[config.mk]
export PLATFORM = sky130hd
export DESIGN_NAME = reload_timer
export DESIGN_NICKNAME = d
export VERILOG_FILES = /design/src/rtl/rt_pkg.sv /design/src/rtl/rt_event_sync.sv /design/src/rtl/rt_prescaler.sv /design/src/rtl/rt_counter.sv /design/src/rtl/reload_timer.sv
export SDC_FILE = /design/constraint.sdc
export NUM_CORES = 1
export LEC_CHECK = 0
export BUFFER_PORTS_ARGS = -buffer_cell sky130_fd_sc_hd__buf_2
export CAP_MARGIN = 5
export CELL_PAD_IN_SITES_DETAIL_PLACEMENT = 0
export CELL_PAD_IN_SITES_GLOBAL_PLACEMENT = 1
export CORE_MARGIN = 2
export CORE_UTILIZATION = 25
export CTS_BUF_LIST = sky130_fd_sc_hd__clkbuf_8 sky130_fd_sc_hd__clkbuf_16
export CTS_CLUSTER_SIZE = 10
export DETAILED_ROUTE_END_ITERATION = 8
export PLACE_DENSITY_LB_ADDON = 0.25
export SLEW_MARGIN = 20
export SYNTH_ARGS = -nofsm -noshare
export SYNTH_HDL_FRONTEND = slang
export SYNTH_SLANG_ARGS = --single-unit
[constraint.sdc]
create_clock -name clk -period 1.8 [get_ports clk]
set_input_delay 0.36 -clock clk [delete_from_list [all_inputs] [get_ports clk]]
set_output_delay 0.36 -clock clk [all_outputs]
set_load 0.005 [all_outputs]
[src/rtl/rt_pkg.sv]
package rt_pkg;
  localparam int unsigned DATA_W = 8;
  localparam int unsigned ADDR_W = 3;

  typedef enum logic [ADDR_W-1:0] {
    A_CTRL   = 3'd0,
    A_IEN    = 3'd1,
    A_IID    = 3'd2,
    A_RLD_LO = 3'd3,
    A_RLD_HI = 3'd4,
    A_CNT_LO = 3'd5,
    A_CNT_HI = 3'd6
  } reg_addr_e;

  localparam int unsigned B_RUN  = 0;
  localparam int unsigned B_CONT = 1;
  localparam int unsigned B_DIV0 = 2;
  localparam int unsigned B_SRC  = 4;
  localparam int unsigned B_LOAD = 5;
endpackage

[src/rtl/rt_event_sync.sv]
module rt_event_sync #(
  parameter int unsigned STAGES = 2
) (
  input  logic clk,
  input  logic rst_n,
  input  logic evt_in,
  output logic evt_pulse
);
  logic [STAGES:0] sh_q;
  logic [STAGES:0] sh_d;

  always_comb sh_d = {sh_q[STAGES-1:0], evt_in};

  always_ff @(posedge clk or negedge rst_n) begin
    if (!rst_n) sh_q <= '0;
    else        sh_q <= sh_d;
  end

  // rising edge seen at the last synchroniser stage
  assign evt_pulse = sh_q[STAGES-1] & ~sh_q[STAGES];

  assert_pulse_single_R10: assert property (@(posedge clk) disable iff (!rst_n)
    evt_pulse |=> !evt_pulse);
endmodule

[src/rtl/rt_prescaler.sv]
module rt_prescaler #(
  parameter int unsigned SEL_W = 2,
  parameter int unsigned BASE_LOG2 = 2
) (
  input  logic             clk,
  input  logic             rst_n,
  input  logic             run,
  input  logic             src_tick,
  input  logic [SEL_W-1:0] div_sel,
  output logic             tick
);
  localparam int unsigned MAX_LOG2 = BASE_LOG2 + 2 * ((1 << SEL_W) - 1);
  localparam int unsigned PW = MAX_LOG2;

  logic [PW-1:0] pcnt_q, pcnt_d, limit;

  // divider 4^(sel+1): limit = 2^(BASE_LOG2 + 2*sel) - 1
  always_comb limit = PW'((PW'(1) << (BASE_LOG2 + 2 * int'(div_sel))) - 1);

  always_comb begin
    pcnt_d = pcnt_q;
    if (!run)          pcnt_d = '0;
    else if (src_tick) pcnt_d = (pcnt_q == limit) ? '0 : pcnt_q + PW'(1);
  end

  always_ff @(posedge clk or negedge rst_n) begin
    if (!rst_n) pcnt_q <= '0;
    else        pcnt_q <= pcnt_d;
  end

  assign tick = run & src_tick & (pcnt_q == limit);

  assert_idle_zero_R5: assert property (@(posedge clk) disable iff (!rst_n)
    !run |=> pcnt_q == '0);
endmodule

[src/rtl/rt_counter.sv]
module rt_counter #(
  parameter int unsigned W = 16
) (
  input  logic         clk,
  input  logic         rst_n,
  input  logic         tick,
  input  logic         load_now,
  input  logic         cont,
  input  logic [W-1:0] reload,
  output logic [W-1:0] count,
  output logic         eoc
);
  logic [W-1:0] cnt_q, cnt_d;

  assign eoc = tick & ~load_now & (cnt_q == W'(1));

  always_comb begin
    cnt_d = cnt_q;
    if (load_now)  cnt_d = reload;
    else if (eoc)  cnt_d = cont ? reload : '0;
    else if (tick) cnt_d = cnt_q - W'(1);
  end

  always_ff @(posedge clk or negedge rst_n) begin
    if (!rst_n) cnt_q <= '0;
    else        cnt_q <= cnt_d;
  end

  assign count = cnt_q;

  assert_decrement_R1: assert property (@(posedge clk) disable iff (!rst_n)
    (tick && !load_now && cnt_q != W'(1)) |=> cnt_q == $past(cnt_q) - W'(1));
  assert_cont_reload_R2: assert property (@(posedge clk) disable iff (!rst_n)
    (eoc && cont) |=> cnt_q == $past(reload));
  assert_load_now_R4: assert property (@(posedge clk) disable iff (!rst_n)
    load_now |=> cnt_q == $past(reload));
endmodule

[src/rtl/reload_timer.sv]
module reload_timer
  import rt_pkg::*;
#(
  parameter int unsigned SYNC_STAGES = 2
) (
  input  logic              clk,
  input  logic              rst_n,
  input  logic [ADDR_W-1:0] reg_addr,
  input  logic              reg_wr,
  input  logic              reg_rd,
  input  logic [DATA_W-1:0] reg_wdata,
  output logic [DATA_W-1:0] reg_rdata,
  input  logic              evt_in,
  output logic              irq,
  output logic              tmr_out
);
  localparam int unsigned CW = 2 * DATA_W;

  logic              run_q, run_d, cont_q, cont_d, src_q, src_d;
  logic [1:0]        div_q, div_d;
  logic              ien_q, ien_d, flag_q, flag_d, tout_q, tout_d;
  logic [CW-1:0]     rld_q, rld_d;
  logic [DATA_W-1:0] snap_q, snap_d;
  logic              wr_ctrl, load_now, evt_pulse, src_tick, tick, eoc;
  logic [CW-1:0]     count;

  assign wr_ctrl  = reg_wr && (reg_addr == A_CTRL);
  assign load_now = wr_ctrl && reg_wdata[B_LOAD];

  rt_event_sync #(.STAGES(SYNC_STAGES)) u_sync (
    .clk(clk), .rst_n(rst_n), .evt_in(evt_in), .evt_pulse(evt_pulse));

  assign src_tick = src_q ? evt_pulse : 1'b1;

  rt_prescaler #(.SEL_W(2), .BASE_LOG2(2)) u_pre (
    .clk(clk), .rst_n(rst_n), .run(run_q), .src_tick(src_tick),
    .div_sel(div_q), .tick(tick));

  rt_counter #(.W(CW)) u_cnt (
    .clk(clk), .rst_n(rst_n), .tick(tick), .load_now(load_now),
    .cont(cont_q), .reload(rld_q), .count(count), .eoc(eoc));

  always_comb begin
    run_d  = run_q;
    cont_d = cont_q;
    div_d  = div_q;
    src_d  = src_q;
    ien_d  = ien_q;
    rld_d  = rld_q;
    snap_d = snap_q;
    tout_d = tout_q ^ eoc;
    if (eoc && !cont_q) run_d = 1'b0;
    if (wr_ctrl) begin
      run_d  = reg_wdata[B_RUN];
      cont_d = reg_wdata[B_CONT];
      div_d  = reg_wdata[B_DIV0 +: 2];
      src_d  = reg_wdata[B_SRC];
    end
    if (reg_wr && reg_addr == A_IEN)    ien_d = reg_wdata[0];
    if (reg_wr && reg_addr == A_RLD_LO) rld_d[DATA_W-1:0] = reg_wdata;
    if (reg_wr && reg_addr == A_RLD_HI) rld_d[CW-1:DATA_W] = reg_wdata;
    if (reg_rd && reg_addr == A_CNT_LO) snap_d = count[CW-1:DATA_W];
    // a new event wins over a clearing read in the same cycle
    flag_d = (eoc && ien_q) || (flag_q && !(reg_rd && reg_addr == A_IID));
  end

  always_ff @(posedge clk or negedge rst_n) begin
    if (!rst_n) begin
      run_q  <= 1'b0;
      cont_q <= 1'b0;
      div_q  <= '0;
      src_q  <= 1'b0;
      ien_q  <= 1'b0;
      flag_q <= 1'b0;
      tout_q <= 1'b0;
      rld_q  <= '0;
      snap_q <= '0;
    end else begin
      run_q  <= run_d;
      cont_q <= cont_d;
      div_q  <= div_d;
      src_q  <= src_d;
      ien_q  <= ien_d;
      flag_q <= flag_d;
      tout_q <= tout_d;
      rld_q  <= rld_d;
      snap_q <= snap_d;
    end
  end

  always_comb begin
    reg_rdata = '0;
    case (reg_addr)
      A_CTRL:   reg_rdata = DATA_W'({src_q, div_q, cont_q, run_q});
      A_IEN:    reg_rdata = DATA_W'(ien_q);
      A_IID:    reg_rdata = DATA_W'(flag_q);
      A_RLD_LO: reg_rdata = rld_q[DATA_W-1:0];
      A_RLD_HI: reg_rdata = rld_q[CW-1:DATA_W];
      A_CNT_LO: reg_rdata = count[DATA_W-1:0];
      A_CNT_HI: reg_rdata = snap_q;
      default:  reg_rdata = '0;
    endcase
  end

  assign irq     = flag_q;
  assign tmr_out = tout_q;

  assert_single_stop_R3: assert property (@(posedge clk) disable iff (!rst_n)
    (eoc && !cont_q && !wr_ctrl) |=> !run_q);
  assert_flag_needs_enable_R8: assert property (@(posedge clk) disable iff (!rst_n)
    $rose(flag_q) |-> $past(ien_q));
  assert_toggle_on_eoc_R11: assert property (@(posedge clk) disable iff (!rst_n)
    eoc |=> tmr_out != $past(tmr_out));
  assert_ctrl_load_reads_zero_R4: assert property (@(posedge clk) disable iff (!rst_n)
    (reg_addr == A_CTRL) |-> !reg_rdata[B_LOAD]);
endmodule

==> results.sh, run 1 <==
export IMPL_status="complete, but fails checks"
export IMPL_violations="negative setup slack"
export IMPL_cts_num_sinks=59
export IMPL_setup_ws_ns=-0.142
export IMPL_synth_seq_area_share_pct=42.5
export IMPL_path_cells="or4_4 > nor3_4 > mux2i_1 > a311o_1 > o221a_2"
export IMPL_synthFlopType="dfrtp_1"
export IMPL_synthCells=364
export IMPL_io_pins=26
export IMPL_finalSetupViolations=24
export IMPL_fin_cells=657
export IMPL_grt_pass1_vias=3242
export IMPL_hold_viol_final=0
export IMPL_grt_start_max_net_pins=26
export IMPL_core_area_sq_mm=0.0137
export IMPL_antennaDiodeCount=0
export IMPL_min_period_ns=1.94
export IMPL_synth_xor_area_share_pct=1.26
export IMPL_fin_worst_skew_ns=0.00683
export IMPL_post_route_period_util_pct=108
export IMPL_finalMaxSlewViolations=0
export IMPL_muxShareOfSynthArea_pct=12.9
export IMPL_avgSynthCellArea_sq_um=9.54
export IMPL_grtUsageTotal_pct=16.8
export IMPL_max_stage_delay_ns=0.60
export IMPL_required_ns=2.02
export IMPL_use_met2_pct=26.1
export IMPL_fp_dieArea_sq_mm=0.0148
export IMPL_place_ws_ns=-0.182
export IMPL_netlist_area_sq_mm=0.00347
export IMPL_placed_cells_incl_taps=630
export IMPL_fillers=1383
export IMPL_wl_per_cell_microns=18.0
export IMPL_critPathBufInv=0
export IMPL_grt_pass1_wl_mm=18.8
export IMPL_fin_area_sq_mm=0.00512
export IMPL_async_flop_share_pct=100
export IMPL_grt_use_met1_pct=23.9
export IMPL_synth_adder_area_share_pct=1.08
export IMPL_wirelength_mm=11.8
export IMPL_synth_top_family_by_area="compound AO/OA/AOI/OAI gates"
export IMPL_end_kind="flip-flop"
export IMPL_met3_usage_pct=3.37
export IMPL_cpMaxStageDelayCell="or4_4"
export IMPL_nNetsFinal=491
export IMPL_power_density_mw_per_mm2=1250
export IMPL_max_cap_violations=0
export IMPL_synth_cell_types=62
export IMPL_layout_drive_gt1_share_pct=46.8
export IMPL_synth_compound_area_share_pct=19.5
export IMPL_die_h_microns=122
export IMPL_die_x_microns=122
export IMPL_ctsHoldBuffers=0
export IMPL_tritoncts="yes"
export IMPL_leakage_nw=2.17
export IMPL_arrival_ns=2.16
export IMPL_start_util_pct=25.3
export IMPL_power_mw=6.42
export IMPL_crit_family="simple AND/OR/NAND/NOR gates"
export IMPL_ant_nets=0
export IMPL_overflow=0
export IMPL_startpoint_type="flip-flop"
export IMPL_critical_path_class="flip-flop to flip-flop"
export IMPL_drtIter0Drc=186
export IMPL_yosys_area_share_simple_pct=19.2
export IMPL_worst_ir_drop_vdd_uv=774
export IMPL_port_buffers=25
export IMPL_rows=43
export IMPL_htreeDepth=3
export IMPL_busiest_layer="met2"
export IMPL_via_per_inst=5.08
export IMPL_dr_pass1_iters=8
export IMPL_cts_max_path_buffers=2
export IMPL_syn_nets=383
export IMPL_vias=3339
export IMPL_fin_util_pct=37.3
export IMPL_tightest_slew_ns=0.598
export IMPL_crit_fanout=3
export IMPL_root_buffer="clkbuf_16"
export IMPL_dp_hpwl_mm=8.85
export IMPL_relSlewSlack_pct=60.1
export IMPL_synth_seq_cells=59
export IMPL_max_freq_ghz=0.515
export IMPL_drc_errors=0
export IMPL_clk_latency_ns=0.33
export IMPL_cts_buffers=9
export IMPL_synth_edf_count=0
export IMPL_clk_pin_slew_worst_paths_ns=0.06
export IMPL_place_area_sq_mm=0.00452
export IMPL_antenna_found_initial=0
export IMPL_ys_warn_count=0
export IMPL_hold_path_class="input pin to asynchronous set/reset pin"
export IMPL_place_congestion=0.816
export IMPL_synthToLayoutAreaGrowth_pct=47.5
export IMPL_rsz0062_at_grt="yes"
## report_power, final
part | internal [mW] | total [mW] | switching [mW] | leakage [nW]
combinational | 1.26 | 2.54 | 1.27 | 1.28
sequential | 1.69 | 1.99 | 0.302 | 0.726
clock | 1.28 | 1.90 | 0.618 | 0.163
## cells in the mapped netlist, drive strengths merged, types with 4 or more instances
| cell type | n | area, sq um |
|---|---|---|
| a221oi | 4 | 35.0 |
| nand4 | 6 | 37.5 |
| buf | 6 | 30.0 |
| clkbuf | 15 | 57.6 |
| nor2 | 27 | 104 |
| a22oi | 4 | 30.0 |
| nor4 | 6 | 52.6 |
| and3 | 4 | 25.0 |
| nor2b | 4 | 25.0 |
| mux2 | 29 | 327 |
| o22ai | 8 | 50.1 |
| nand3 | 16 | 80.1 |
| mux2i | 10 | 100 |
| a31oi | 11 | 68.8 |
| nand2 | 36 | 135 |
| dfrtp | 59 | 1480 |
| xnor2 | 4 | 35.0 |
| inv | 9 | 33.8 |
| nor3 | 4 | 31.3 |
| a21oi | 28 | 140 |
| o21ai | 16 | 80.1 |
| and2 | 4 | 25.0 |
| or4 | 5 | 45.0 |
## repair_timing
item / in CTS / in global routing
setup endpoints to repair: 27 / 33
pin swaps: 13 / 8
buffers inserted: 5 / 5
hold endpoints to repair: 0 / 0
cloned: 0 / 1
resized for setup: 25 / 26
## cells by family after synthesis
group / after synthesis
buf+inv: 30
mux: 40
fa+ha+maj: 3
xor+xnor: 5
flops: 59
compound gates: 102
simple gates: 125
## final cells by class
type | instances | area, sq um | share of cell area (%)
multi-input combinational | 275 | 2120 | 41.3
sequential | 59 | 1480 | 28.9
timing repair buffer | 118 | 937 | 18.3
clock buffer | 11 | 253 | 4.94
tap | 180 | 225 | 4.40
clock inverter | 5 | 76.3 | 1.49
inverter | 9 | 33.8 | 0.660
## routing by layer
| layer | routed length [microns] | share of wire (%) |
|---|---|---|
| met5 | 0 | 0 |
| met4 | 108 | 0.91 |
| met3 | 467 | 3.9 |
| met2 | 5570 | 47 |
| met1 | 5680 | 48 |
## path summary, 6_finish.rpt
kind                       slack [ns]             end  cells after the start       startpoint
min                              0.04  u_cnt.count[7]                      1            rst_n
min reg2reg                      0.35  u_sync.sh_q[1]                      0   u_sync.sh_q[0]
max in group asynchronous        1.22           ien_q                      2            rst_n
min in group clk                 0.14  u_sync.sh_q[0]                      1           evt_in
max                             -0.14  u_cnt.count[8]                      5  u_cnt.count[10]
max reg2reg                     -0.14  u_cnt.count[8]                      5  u_cnt.count[10]
## registers in the layout, indices dropped and copies added (netlist names)
| signal | count |
|---|---|
| u_sync.sh_q | 3 |
| rld_q | 16 |
| run_q | 1 |
| tmr_out | 1 |
| src_q | 1 |
| u_pre.pcnt_q | 8 |
| cont_q | 1 |
| ien_q | 1 |
| u_cnt.count | 16 |
| irq | 1 |
| div_q | 2 |
| snap_q | 8 |
## cells in the final DEF (no fill, tap or decap), types with 4 or more instances in the layout
cell type / n
mux2_2: 29
mux2i_1: 10
buf_6: 7
a21oi_2: 11
xnor2_1: 4
nor2_1: 22
o21ai_1: 5
a22oi_1: 4
a31oi_1: 10
nand3_1: 13
nand4_1: 6
o22ai_1: 8
inv_1: 9
nand2_1: 31
and2_1: 4
a21oi_1: 16
o21ai_0: 10
or4_4: 5
buf_4: 79
buf_12: 7
clkbuf_16: 9
buf_2: 25
nand2_2: 4
and3_1: 4
dfrtp_1: 57
## metrics by stage
stage | hold slack [ns] | setup TNS (ns)
3_3_place_gp | 0.344 | -2.21
6_report | 0.0366 | -1.74
5_1_grt | 0.0674 | -3.75
3_5_place_dp | 0.338 | -2.60
2_1_floorplan | 0.0644 | -0.556
4_1_cts | 0.0591 | -1.59
## worst register-to-register path, stage by stage, from the launching register on
cell and delay (ns):
dfrtp_1 0.38, or4_4 0.60, nor3_4 0.30, mux2i_1 0.11
a311o_1 0.31, o221a_2 0.13
No activity file was read; power rests on OpenSTA's default activity.
==> inputs of run 2 (changes only) <==
REMOVE_ABC_BUFFERS = 1   (was default)
==> run 2 against run 1 <==
Effect of this change:
- largest power group unchanged
- critical endpoint is now reg_rdata[0]
- critical path depth shrank 2
- total power is 2.1% lower
- combinational power decreased by 4%
- count of clock-buffer cells in the layout grew 2
- clock power down 4%
- clock skew decreased by 0.00071 ns
- first-iteration DRC count is 35% higher
- the run still ends with negative setup slack left
- non-clock buffer count increased by 8
- register-to-register slack got worse by 0.03 ns
- worst setup slack got worse by 0.033 ns
- wire length increased by 4.0%
- via count increased by 1.9%
==> results.sh, run 2 (synthesized netlist as in run 1, its figures left out) <==
export IMPL_setup_ws_ns=-0.175
export IMPL_power_mw=6.29
export IMPL_antenna_found_initial=0
export IMPL_cpMaxStageDelayCell="mux4_2"
export IMPL_core_area_sq_mm=0.0137
export IMPL_finalMaxSlewViolations=0
export IMPL_via_per_inst=5.12
export IMPL_start_util_pct=25.3
export IMPL_r2r_start="u_pre.pcnt_q[4]"
export IMPL_clk_pin_slew_worst_paths_ns=0.05
export IMPL_place_congestion=0.881
export IMPL_place_ws_ns=-0.206
export IMPL_crit_fanout=2
export IMPL_antennaDiodeCount=0
export IMPL_die_h_microns=122
export IMPL_synthToLayoutAreaGrowth_pct=48.0
export IMPL_rrSetupSlack_ns=-0.18
export IMPL_end_kind="primary output"
export IMPL_drtIter0Drc=251
export IMPL_cts_num_sinks=59
export IMPL_min_period_ns=1.98
export IMPL_ctsHoldBuffers=0
export IMPL_grtUsageTotal_pct=17.6
export IMPL_critical_path_class="flip-flop to primary output"
export IMPL_final_cell_mix="buf_4 (91), dfrtp_1 (56), nand2_1 (33)"
export IMPL_max_stage_delay_ns=0.48
export IMPL_grt_pass1_vias=3486
export IMPL_hold_path_class="input pin to asynchronous set/reset pin"
export IMPL_required_ns=1.44
export IMPL_drc_errors=0
export IMPL_path_cells="mux4_2 > mux2_4 > buf_6"
export IMPL_finalSetupViolations=25
export IMPL_post_route_period_util_pct=110
export IMPL_layout_drive_gt1_share_pct=46.1
export IMPL_grt_pass1_wl_mm=19.6
export IMPL_relSlewSlack_pct=58.0
export IMPL_port_buffers=25
export IMPL_wirelength_mm=12.3
export IMPL_rsz0062_at_grt="yes"
export IMPL_max_freq_ghz=0.506
export IMPL_hold_viol_final=0
export IMPL_violations="negative setup slack"
export IMPL_timing_critical_path_to="reg_rdata[0]"
export IMPL_worst_ir_drop_vdd_uv=481
export IMPL_status="complete, but fails checks"
export IMPL_htreeDepth=3
export IMPL_fin_cells=664
export IMPL_max_cap_violations=0
export IMPL_worstSetupStartpoint="rld_q[0]"
export IMPL_leakage_nw=2.21
export IMPL_dp_hpwl_mm=8.83
export IMPL_r2r_cells=6
export IMPL_tritoncts="yes"
export IMPL_vias=3401
export IMPL_tightest_slew_ns=0.628
export IMPL_io_pins=26
export IMPL_root_buffer="clkbuf_16"
export IMPL_nNetsFinal=499
export IMPL_dr_pass1_iters=4
export IMPL_arrival_ns=1.62
export IMPL_cts_max_path_buffers=2
export IMPL_cts_buffers=9
export IMPL_fp_dieArea_sq_mm=0.0148
export IMPL_fin_worst_skew_ns=0.00612
export IMPL_clk_latency_ns=0.34
export IMPL_final_common_cell="buf_4"
export IMPL_rows=43
export IMPL_die_x_microns=122
export IMPL_placed_cells_incl_taps=634
export IMPL_overflow=0
export IMPL_startpoint_type="flip-flop"
export IMPL_grt_start_max_net_pins=60
export IMPL_power_density_mw_per_mm2=1220
export IMPL_wl_per_cell_microns=18.5
export IMPL_ant_nets=0
export IMPL_r2r_end="u_cnt.count[7]"
==> run 2: cell count changes in the layout (fill, tap and decap cells not counted), moves of 2 or more <==
cell      previous run  this run
nand3_2              3         1
nand2_2              4         2
a21oi_2             11         3
a21oi_1             16        24
buf_4               79        91
buf_12               7         4
o21ai_2              1         3
clkbuf_8             2         4
nand2_1             31        33
==> run 2: report_power, final <==
group,switching [mW],leakage [nW],total [mW],internal (mW)
logic,1.22,1.32,2.45,1.23
clock network,0.615,0.159,1.82,1.21
registers,0.326,0.725,2.02,1.69
total,2.16,2.21,6.29,4.13
==> run 2: per-layer routing <==
metal / up-vias / share of wire (%) / global-route usage [%] / wire (microns)
li1: 1606 / - / - / -
met1: 1690 / 48 / 24.4 / 5910
met2: 82 / 46 / 27.2 / 5630
met3: 23 / 4.0 / 3.56 / 490
met4: 0 / 2.2 / 6.25 / 274
met5: - / 0 / 0 / 0
==> run 2: what timing repair did <==
item	4_1_cts	5_1_grt
resized for setup	42	27
buffers inserted	7	6
endpoints found under the setup margin	33	33
endpoints found under the hold margin	0	0
cloned	2	0
pin swaps	14	19
==> run 2: layout make-up <==
cell class	instances	area, sq um
tap	180	225
clock buffer	13	280
clock inverter	2	33.8
timing repair buffer	126	962
fill	1390	8580
inverter	9	33.8
multi-input combinational	275	2120
sequential	59	1480
==> run 2: metrics by stage <==
step	instance area [sq um]	util (%)	TNS, ns	hold slack (ns)
2_1_floorplan	3380	-	-2.91	0.0644
4_1_cts	4980	36.3	-1.68	0.0284
5_1_grt	5140	37.4	-4.55	0.0485
3_5_place_dp	4430	32.3	-3.15	0.340
6_report	5140	37.4	-2.70	0.0184
3_3_place_gp	4430	32.3	-3.30	0.343
==> run 2: how the worst min path moves through the flow <==
stage	startpoint	endpoint	cells after the start
finish	rst_n	u_pre.pcnt_q[7]	2
detailed placement	u_sync.sh_q[0]	u_sync.sh_q[1]	0
CTS	rst_n	u_pre.pcnt_q[0]	2
floorplan	rst_n	cont_q	0
global route	rst_n	u_pre.pcnt_q[0]	2
global placement	u_sync.sh_q[0]	u_sync.sh_q[1]	0
==> run 2: worst max-delay path: cells and delay by family, from the launching register on <==
kind | cells | cell delay, ns
DFF | 1 | 0.39
muxes | 2 | 0.77
buffers and inverters | 1 | 0.12
